**config.mk**
```make
export PLATFORM = sky130hd
export DESIGN_NAME = cdr_adapt_loop
export DESIGN_NICKNAME = d
export VERILOG_FILES = /design/src/rtl/cdr_adapt_pkg.sv /design/src/rtl/cdr_prefilter.sv /design/src/rtl/cdr_gain_adapt.sv /design/src/rtl/cdr_phase_path.sv /design/src/rtl/cdr_adapt_loop.sv
export SDC_FILE = /design/constraint.sdc
export NUM_CORES = 1
export LEC_CHECK = 0
export ABC_CLOCK_PERIOD_IN_PS = 2500
export BUFFER_PORTS_ARGS = -buffer_cell sky130_fd_sc_hd__clkbuf_2
export CORE_UTILIZATION = 39
export DETAILED_ROUTE_END_ITERATION = 10
export GPL_TIMING_DRIVEN = 1
export HOLD_SLACK_MARGIN = 0.08
export PLACE_DENSITY = 0.64
export SETUP_SLACK_MARGIN = 0.4
export SLEW_MARGIN = 5
export SYNTH_ARGS = -nofsm -noshare
export SYNTH_HDL_FRONTEND = slang
export SYNTH_HIERARCHICAL = 1
export SYNTH_SLANG_ARGS = --single-unit
```
**constraint.sdc**
```tcl
create_clock -name clk -period 2.5 [get_ports clk]
set_input_delay 0.5 -clock clk [delete_from_list [all_inputs] [get_ports clk]]
set_output_delay 0.5 -clock clk [all_outputs]
set_load 0.05 [all_outputs]
```
**src/rtl/cdr_adapt_pkg.sv**
```systemverilog
package cdr_adapt_pkg;

  localparam int GAIN_SEL_W = 2;
  localparam logic [GAIN_SEL_W-1:0] GAIN_TOP = 2'd2;
  localparam int STEP_W = 4;

  typedef logic [GAIN_SEL_W-1:0] gain_sel_t;
  typedef logic signed [STEP_W-1:0] step_t;

  typedef struct packed {
    logic up;
    logic dn;
  } carry_t;

  // Signed phase step for one carry at the given gain code
  function automatic step_t scale_carry(carry_t c, gain_sel_t g);
    step_t mag;
    case (g)
      2'd0:    mag = 4'sd1;
      2'd1:    mag = 4'sd2;
      default: mag = 4'sd4;
    endcase
    if (c.up)      scale_carry = mag;
    else if (c.dn) scale_carry = -mag;
    else           scale_carry = '0;
  endfunction

endpackage

```
**src/rtl/cdr_prefilter.sv**
```systemverilog
module cdr_prefilter
  import cdr_adapt_pkg::*;
#(
  parameter int ACC_W = 5
) (
  input  logic                    clk,
  input  logic                    rst_n,
  input  logic                    early,
  input  logic                    late,
  input  logic [1:0]              thr_sel,
  output carry_t                  carry_o,
  output logic signed [ACC_W-1:0] acc_o
);

  logic signed [ACC_W-1:0] acc_q, acc_d;
  logic signed [ACC_W-1:0] err, sum, thr;
  carry_t carry_q, carry_d;

  always_comb begin
    case ({late, early})
      2'b10:   err = ACC_W'(1);
      2'b01:   err = {ACC_W{1'b1}};
      default: err = '0;
    endcase
    sum     = acc_q + err;
    thr     = ACC_W'(1) <<< thr_sel;
    carry_d = '0;
    acc_d   = sum;
    if (sum >= thr) begin
      carry_d.up = 1'b1;
      acc_d      = '0;
    end else if (sum <= -thr) begin
      carry_d.dn = 1'b1;
      acc_d      = '0;
    end
  end

  always_ff @(posedge clk or negedge rst_n) begin
    if (!rst_n) begin
      acc_q   <= '0;
      carry_q <= '0;
    end else begin
      acc_q   <= acc_d;
      carry_q <= carry_d;
    end
  end

  assign carry_o = carry_q;
  assign acc_o   = acc_q;

endmodule

```
**src/rtl/cdr_gain_adapt.sv**
```systemverilog
module cdr_gain_adapt
  import cdr_adapt_pkg::*;
#(
  parameter int WIN_LEN = 32
) (
  input  logic                       clk,
  input  logic                       rst_n,
  input  carry_t                     carry_i,
  input  logic [$clog2(WIN_LEN):0]   lo_th,
  input  logic [$clog2(WIN_LEN):0]   hi_th,
  output gain_sel_t                  gain_o
);

  localparam int CNT_W = $clog2(WIN_LEN);
  localparam int TH_W  = CNT_W + 1;
  localparam int WS_W  = TH_W + 1;

  logic [CNT_W-1:0]       cnt_q, cnt_d;
  logic signed [WS_W-1:0] wsum_q, wsum_d;
  logic signed [WS_W-1:0] cval, total;
  logic [WS_W-1:0]        mag;
  logic                   win_last;
  gain_sel_t              gain_q, gain_d;

  always_comb begin
    if (carry_i.up)      cval = WS_W'(1);
    else if (carry_i.dn) cval = {WS_W{1'b1}};
    else                 cval = '0;
    total    = wsum_q + cval;
    mag      = total[WS_W-1] ? WS_W'(-total) : WS_W'(total);
    win_last = (cnt_q == CNT_W'(WIN_LEN - 1));
    gain_d   = gain_q;
    if (win_last) begin
      cnt_d  = '0;
      wsum_d = '0;
      if (mag > {1'b0, hi_th}) begin
        if (gain_q != GAIN_TOP) gain_d = gain_q + 1'b1;
      end else if (mag < {1'b0, lo_th}) begin
        if (gain_q != '0) gain_d = gain_q - 1'b1;
      end
    end else begin
      cnt_d  = cnt_q + 1'b1;
      wsum_d = total;
    end
  end

  always_ff @(posedge clk or negedge rst_n) begin
    if (!rst_n) begin
      cnt_q  <= '0;
      wsum_q <= '0;
      gain_q <= GAIN_TOP;
    end else begin
      cnt_q  <= cnt_d;
      wsum_q <= wsum_d;
      gain_q <= gain_d;
    end
  end

  assign gain_o = gain_q;

endmodule

```
**src/rtl/cdr_phase_path.sv**
```systemverilog
module cdr_phase_path
  import cdr_adapt_pkg::*;
#(
  parameter int PH_W     = 7,
  parameter int LOOP_DLY = 5
) (
  input  logic            clk,
  input  logic            rst_n,
  input  carry_t          carry_i,
  input  gain_sel_t       gain_i,
  output logic [PH_W-1:0] phase_o
);

  // One edge in the pre-filter and one in the phase register; the rest here
  localparam int PIPE_N = LOOP_DLY - 2;

  logic [PH_W-1:0] phase_q, phase_d;
  step_t           step;

  for (genvar i = 0; i < PIPE_N; i++) begin : g_dly
    step_t q, d;
    if (i == 0) begin : g_head
      assign d = scale_carry(carry_i, gain_i);
    end else begin : g_tail
      assign d = g_dly[i-1].q;
    end
    always_ff @(posedge clk or negedge rst_n) begin
      if (!rst_n) q <= '0;
      else        q <= d;
    end
  end

  assign step = g_dly[PIPE_N-1].q;

  always_comb begin
    phase_d = phase_q + PH_W'(step);
  end

  always_ff @(posedge clk or negedge rst_n) begin
    if (!rst_n) phase_q <= '0;
    else        phase_q <= phase_d;
  end

  assign phase_o = phase_q;

endmodule

```
**src/rtl/cdr_adapt_loop.sv**
```systemverilog
module cdr_adapt_loop
  import cdr_adapt_pkg::*;
#(
  parameter int PH_W      = 7,
  parameter int WIN_LEN   = 32,
  parameter int LOOP_DLY  = 5,
  parameter int PF_ACC_W  = 5
) (
  input  logic                      clk,
  input  logic                      rst_n,
  input  logic                      early,
  input  logic                      late,
  input  logic [1:0]                thr_sel,
  input  logic [$clog2(WIN_LEN):0]  lo_th,
  input  logic [$clog2(WIN_LEN):0]  hi_th,
  output logic [PH_W-1:0]           phase_code,
  output logic [1:0]                gain_sel
);

  logic [1:0]                 rsync_q;
  logic                       rst_sync_n;
  carry_t                     pf_carry;
  logic                       pf_up, pf_dn;
  logic signed [PF_ACC_W-1:0] pf_acc;
  gain_sel_t                  gain;

  // Assert asynchronously, release on the clock
  always_ff @(posedge clk or negedge rst_n) begin
    if (!rst_n) rsync_q <= '0;
    else        rsync_q <= {rsync_q[0], 1'b1};
  end
  assign rst_sync_n = rsync_q[1];

  cdr_prefilter #(.ACC_W(PF_ACC_W)) u_pf (
    .clk     (clk),
    .rst_n   (rst_sync_n),
    .early   (early),
    .late    (late),
    .thr_sel (thr_sel),
    .carry_o (pf_carry),
    .acc_o   (pf_acc)
  );

  assign pf_up = pf_carry.up;
  assign pf_dn = pf_carry.dn;

  cdr_gain_adapt #(.WIN_LEN(WIN_LEN)) u_adapt (
    .clk     (clk),
    .rst_n   (rst_sync_n),
    .carry_i (pf_carry),
    .lo_th   (lo_th),
    .hi_th   (hi_th),
    .gain_o  (gain)
  );

  cdr_phase_path #(.PH_W(PH_W), .LOOP_DLY(LOOP_DLY)) u_phase (
    .clk     (clk),
    .rst_n   (rst_sync_n),
    .carry_i (pf_carry),
    .gain_i  (gain),
    .phase_o (phase_code)
  );

  assign gain_sel = gain;

endmodule

```
==> flow_summary.ini <==
[global_routing]
first_global_vias = 2200
grt_max_degree = 41
antenna_found_initial = 0
grt_pass1_wl_mm = 9.487
globalRouteTotalUtil_pct = 16.46
grt_overflow_total = 0

[routing]
final_antenna_net_count = 0
via_per_inst = 5.012
wire_per_inst_um = 12.72
dr.pass1.iters = 4
drt_wl_total_mm = 5.470
vias = 2155
drtIter0Drc = 71
remaining_drc_errors = 0

[finish]
num-fill-cells = 538
seqCellArea_um2 = 1054
diodes = 0
multi_input_comb_area_um2 = 1861
area_growth_pct = 41.34
nNetsFinal = 405
drive_above_1_share_pct = 41.93
layout.cells.non_filler = 430

[floorplanning]
die_area_um2 = 7244
die_w_um = 85.11
initial_core_util_pct = 41.48
core_um2 = 6495
num_rows = 29
io_pins = 27
fp.dieH_um = 85.11

[synth]
synth_edf_count = 0
syn-num-nets = 319
synth_top_area_share_pct = 38.09
synthDistinctLibCells = 51
syn_inst = 266
yosysMostFrequentCell = dfrtp_1
synth-seq-area-share_pct = 39.06
synth_area_leaders = dfrtp_1 38%, ha_1 16%, xnor2_1 5.2%
ys_ff_latch = 42
ys_warn_count = 6
synthTopCellsByCount = 41 x dfrtp_1, 34 x ha_1, 23 x inv_1, 20 x nor2_1, 17 x nand2_1
async_reset_ff_share_pct = 100.0
synth_area_leader_cell = dfrtp_1
synth.avg_cell_area_um2 = 10.13
ys.flop_type = dfrtp_1
syn-cell-area_um2 = 2694

[clock_network]
cts_tree = done
cts_buffer_depth = 2
clk_pin_slew_worst_paths_ns = 0.08
cts_sinks = 42
htreeDepth = 2
insertion_delay_ns = 0.29
cts_root_buf = clkbuf_8
cts_buffers = 5

[job]
drv_cap = 0

[worst_setup_path]
r2r_end = u_adapt/gain_o[0]$_DFFE_PN0P_
r2r_cells = 16
r2r_start = u_pf/carry_o[1]$_DFF_PN0_
r2r_slack_ns = -0.96
endpoint_kind = flip-flop
crit_type = flip-flop to flip-flop
setup.worst_path.start_class = flip-flop
critPathMaxFanout = 5
crit_required_ns = 2.71
cp.arrival_ns = 3.67

[status]
status = complete, but fails checks
violations = negative setup slack

[place]
place.gp.congestion = 0.8017
dp.cells = 413
dp_hpwl_mm = 4.037
port_buffers = 26

[power_and_ir_drop]
ir_drop_v = 0.001270
p_total_mw = 6.056
power.density_nw_per_um2 = 1591
leakage_nw = 1.866

[timing]
rsz0062_at_grt = true
finalHoldViolCount = 0
clock_skew_ns = 0.008716
fin_crit_sh_pct = 138.4
fmax_mhz = 289.0
setup_viol = 2
fin_ws_ns = -0.9606
min_period_ns = 3.461
slew_violations = 0

[worst_hold_path]
min_path_type = flip-flop to asynchronous set/reset pin
## cells by family after synthesis
kind of cell             after synthesis  synth area share, %
multiplexers                           2               0.7896
other                                  1               0.1392
AO/OA/AOI/OAI                         57                16.26
adder cells (fa/ha/maj)               35                16.54
XOR/XNOR                              24                7.803
buffers and inverters                 26                3.948
flip-flops                            42                39.06
AND/OR/NAND/NOR                       79                15.47
## through the flow
| step | worst slack, ns | area, µm² | setup TNS, ns | utilization, % | hold slack, ns |
|---|---|---|---|---|---|
| floorplan | -0.9055 | 2884 | -1.712 | - | 0.2044 |
| global placement | -0.9948 | 3437 | -3.806 | 52.92 | 0.2877 |
| detailed placement | -1.052 | 3437 | -4.047 | 52.92 | 0.2877 |
| CTS | -0.9033 | 3722 | -1.803 | 57.31 | 0.3276 |
| global route | -1.115 | 3807 | -2.259 | 58.62 | 0.3631 |
| finish | -0.9606 | 3807 | -1.892 | 58.62 | 0.3020 |
## layer usage
metal	up-vias	part of all wire, %	GRT usage [%]
li1	1090	-	-
met1	1019	46	19.99
met2	42	51	29.62
met3	4	2.6	3.210
met4	0	1.0	4.622
met5	-	0	0
## where the power goes
group	switching, mW	leakage [nW]	internal (mW)
Sequential	0.205	0.521	0.951
Clock	0.223	0.0524	0.299
Combinational	2.13	1.29	2.25
Total	2.56	1.87	3.50
## sequential cells by signal, summed over array words and instances, names as in the netlist
| signal | cells |
|---|---|
| u_adapt/wsum_q | 7 |
| u_phase/g_dly.q | 12 |
| u_adapt/cnt_q | 5 |
| u_adapt/gain_o | 2 |
| u_phase/phase_o | 7 |
| rsync_q | 2 |
| u_pf/acc_o | 5 |
| u_pf/carry_o | 2 |
## worst max-delay path by stage
| stage | from | endpoint | slack [ns] | cells past startpoint |
|---|---|---|---|---|
| 3_5_place_dp | u_pf/carry_o[1]$_DFF_PN0_ | u_adapt/gain_o[0]$_DFFE_PN0P_ | -1.05 | 16 |
| 3_3_place_gp | u_pf/carry_o[1]$_DFF_PN0_ | u_adapt/gain_o[0]$_DFFE_PN0P_ | -0.99 | 16 |
| 5_1_grt | u_pf/carry_o[1]$_DFF_PN0_ | u_adapt/gain_o[0]$_DFFE_PN0P_ | -1.12 | 16 |
| 6_report | u_pf/carry_o[1]$_DFF_PN0_ | u_adapt/gain_o[0]$_DFFE_PN0P_ | -0.96 | 16 |
| 2_1_floorplan | u_pf/carry_o[1]$_DFF_PN0_ | u_adapt/gain_o[0]$_DFFE_PN0P_ | -0.91 | 16 |
| 4_1_cts | u_pf/carry_o[1]$_DFF_PN0_ | u_adapt/gain_o[0]$_DFFE_PN0P_ | -0.90 | 16 |
## what timing repair did
| item | 4_1_cts | 5_1_grt |
|---|---|---|
| buffers inserted | 5 | 3 |
| endpoints found under the setup margin | 9 | 9 |
| gates cloned | 0 | 0 |
| pin swaps | 15 | 14 |
| resized for setup | 23 | 13 |
| hold buffers | 1 | 0 |
| hold endpoints to repair | 2 | 0 |
## area by class of cell
cell class / instances / area share, %
multi-input cells: 198 / 48.87
flip-flops and latches: 42 / 27.67
repair buffers: 82 / 15.54
inverters: 23 / 2.596
well taps: 77 / 2.530
clock buffers: 7 / 2.005
clock inverters: 1 / 0.7887
## worst max-delay path, stage by stage, from the launching register on
cell,delay [ns]
dfrtp_2,0.43
or2_4,0.24
ha_4,0.17
ha_4,0.18
nor2_4,0.10
nand3_2,0.11
o21ai_4,0.13
xor2_2,0.22
mux2_4,0.34
ha_4,0.21
nor2b_1,0.12
o21a_1,0.16
o21bai_1,0.14
a21oi_1,0.08
a41o_2,0.24
or4_1,0.40
o211ai_1,0.09
## placed cells by master, fill, tap and decap left out, types with 5 or more instances in the layout
| cell type | instances |
|---|---|
| a21o_1 | 6 |
| a21oi_1 | 7 |
| a21oi_2 | 5 |
| buf_4 | 50 |
| buf_6 | 5 |
| clkbuf_2 | 24 |
| clkbuf_8 | 5 |
| dfrtp_1 | 40 |
| ha_1 | 25 |
| ha_4 | 9 |
| inv_1 | 21 |
| nand2_1 | 16 |
| nand2b_1 | 6 |
| nand3_1 | 8 |
| nor2_1 | 16 |
| nor2b_1 | 5 |
| o21ai_1 | 5 |
| xnor2_1 | 11 |
| xor2_1 | 6 |
(Power assumes the default switching activity.)
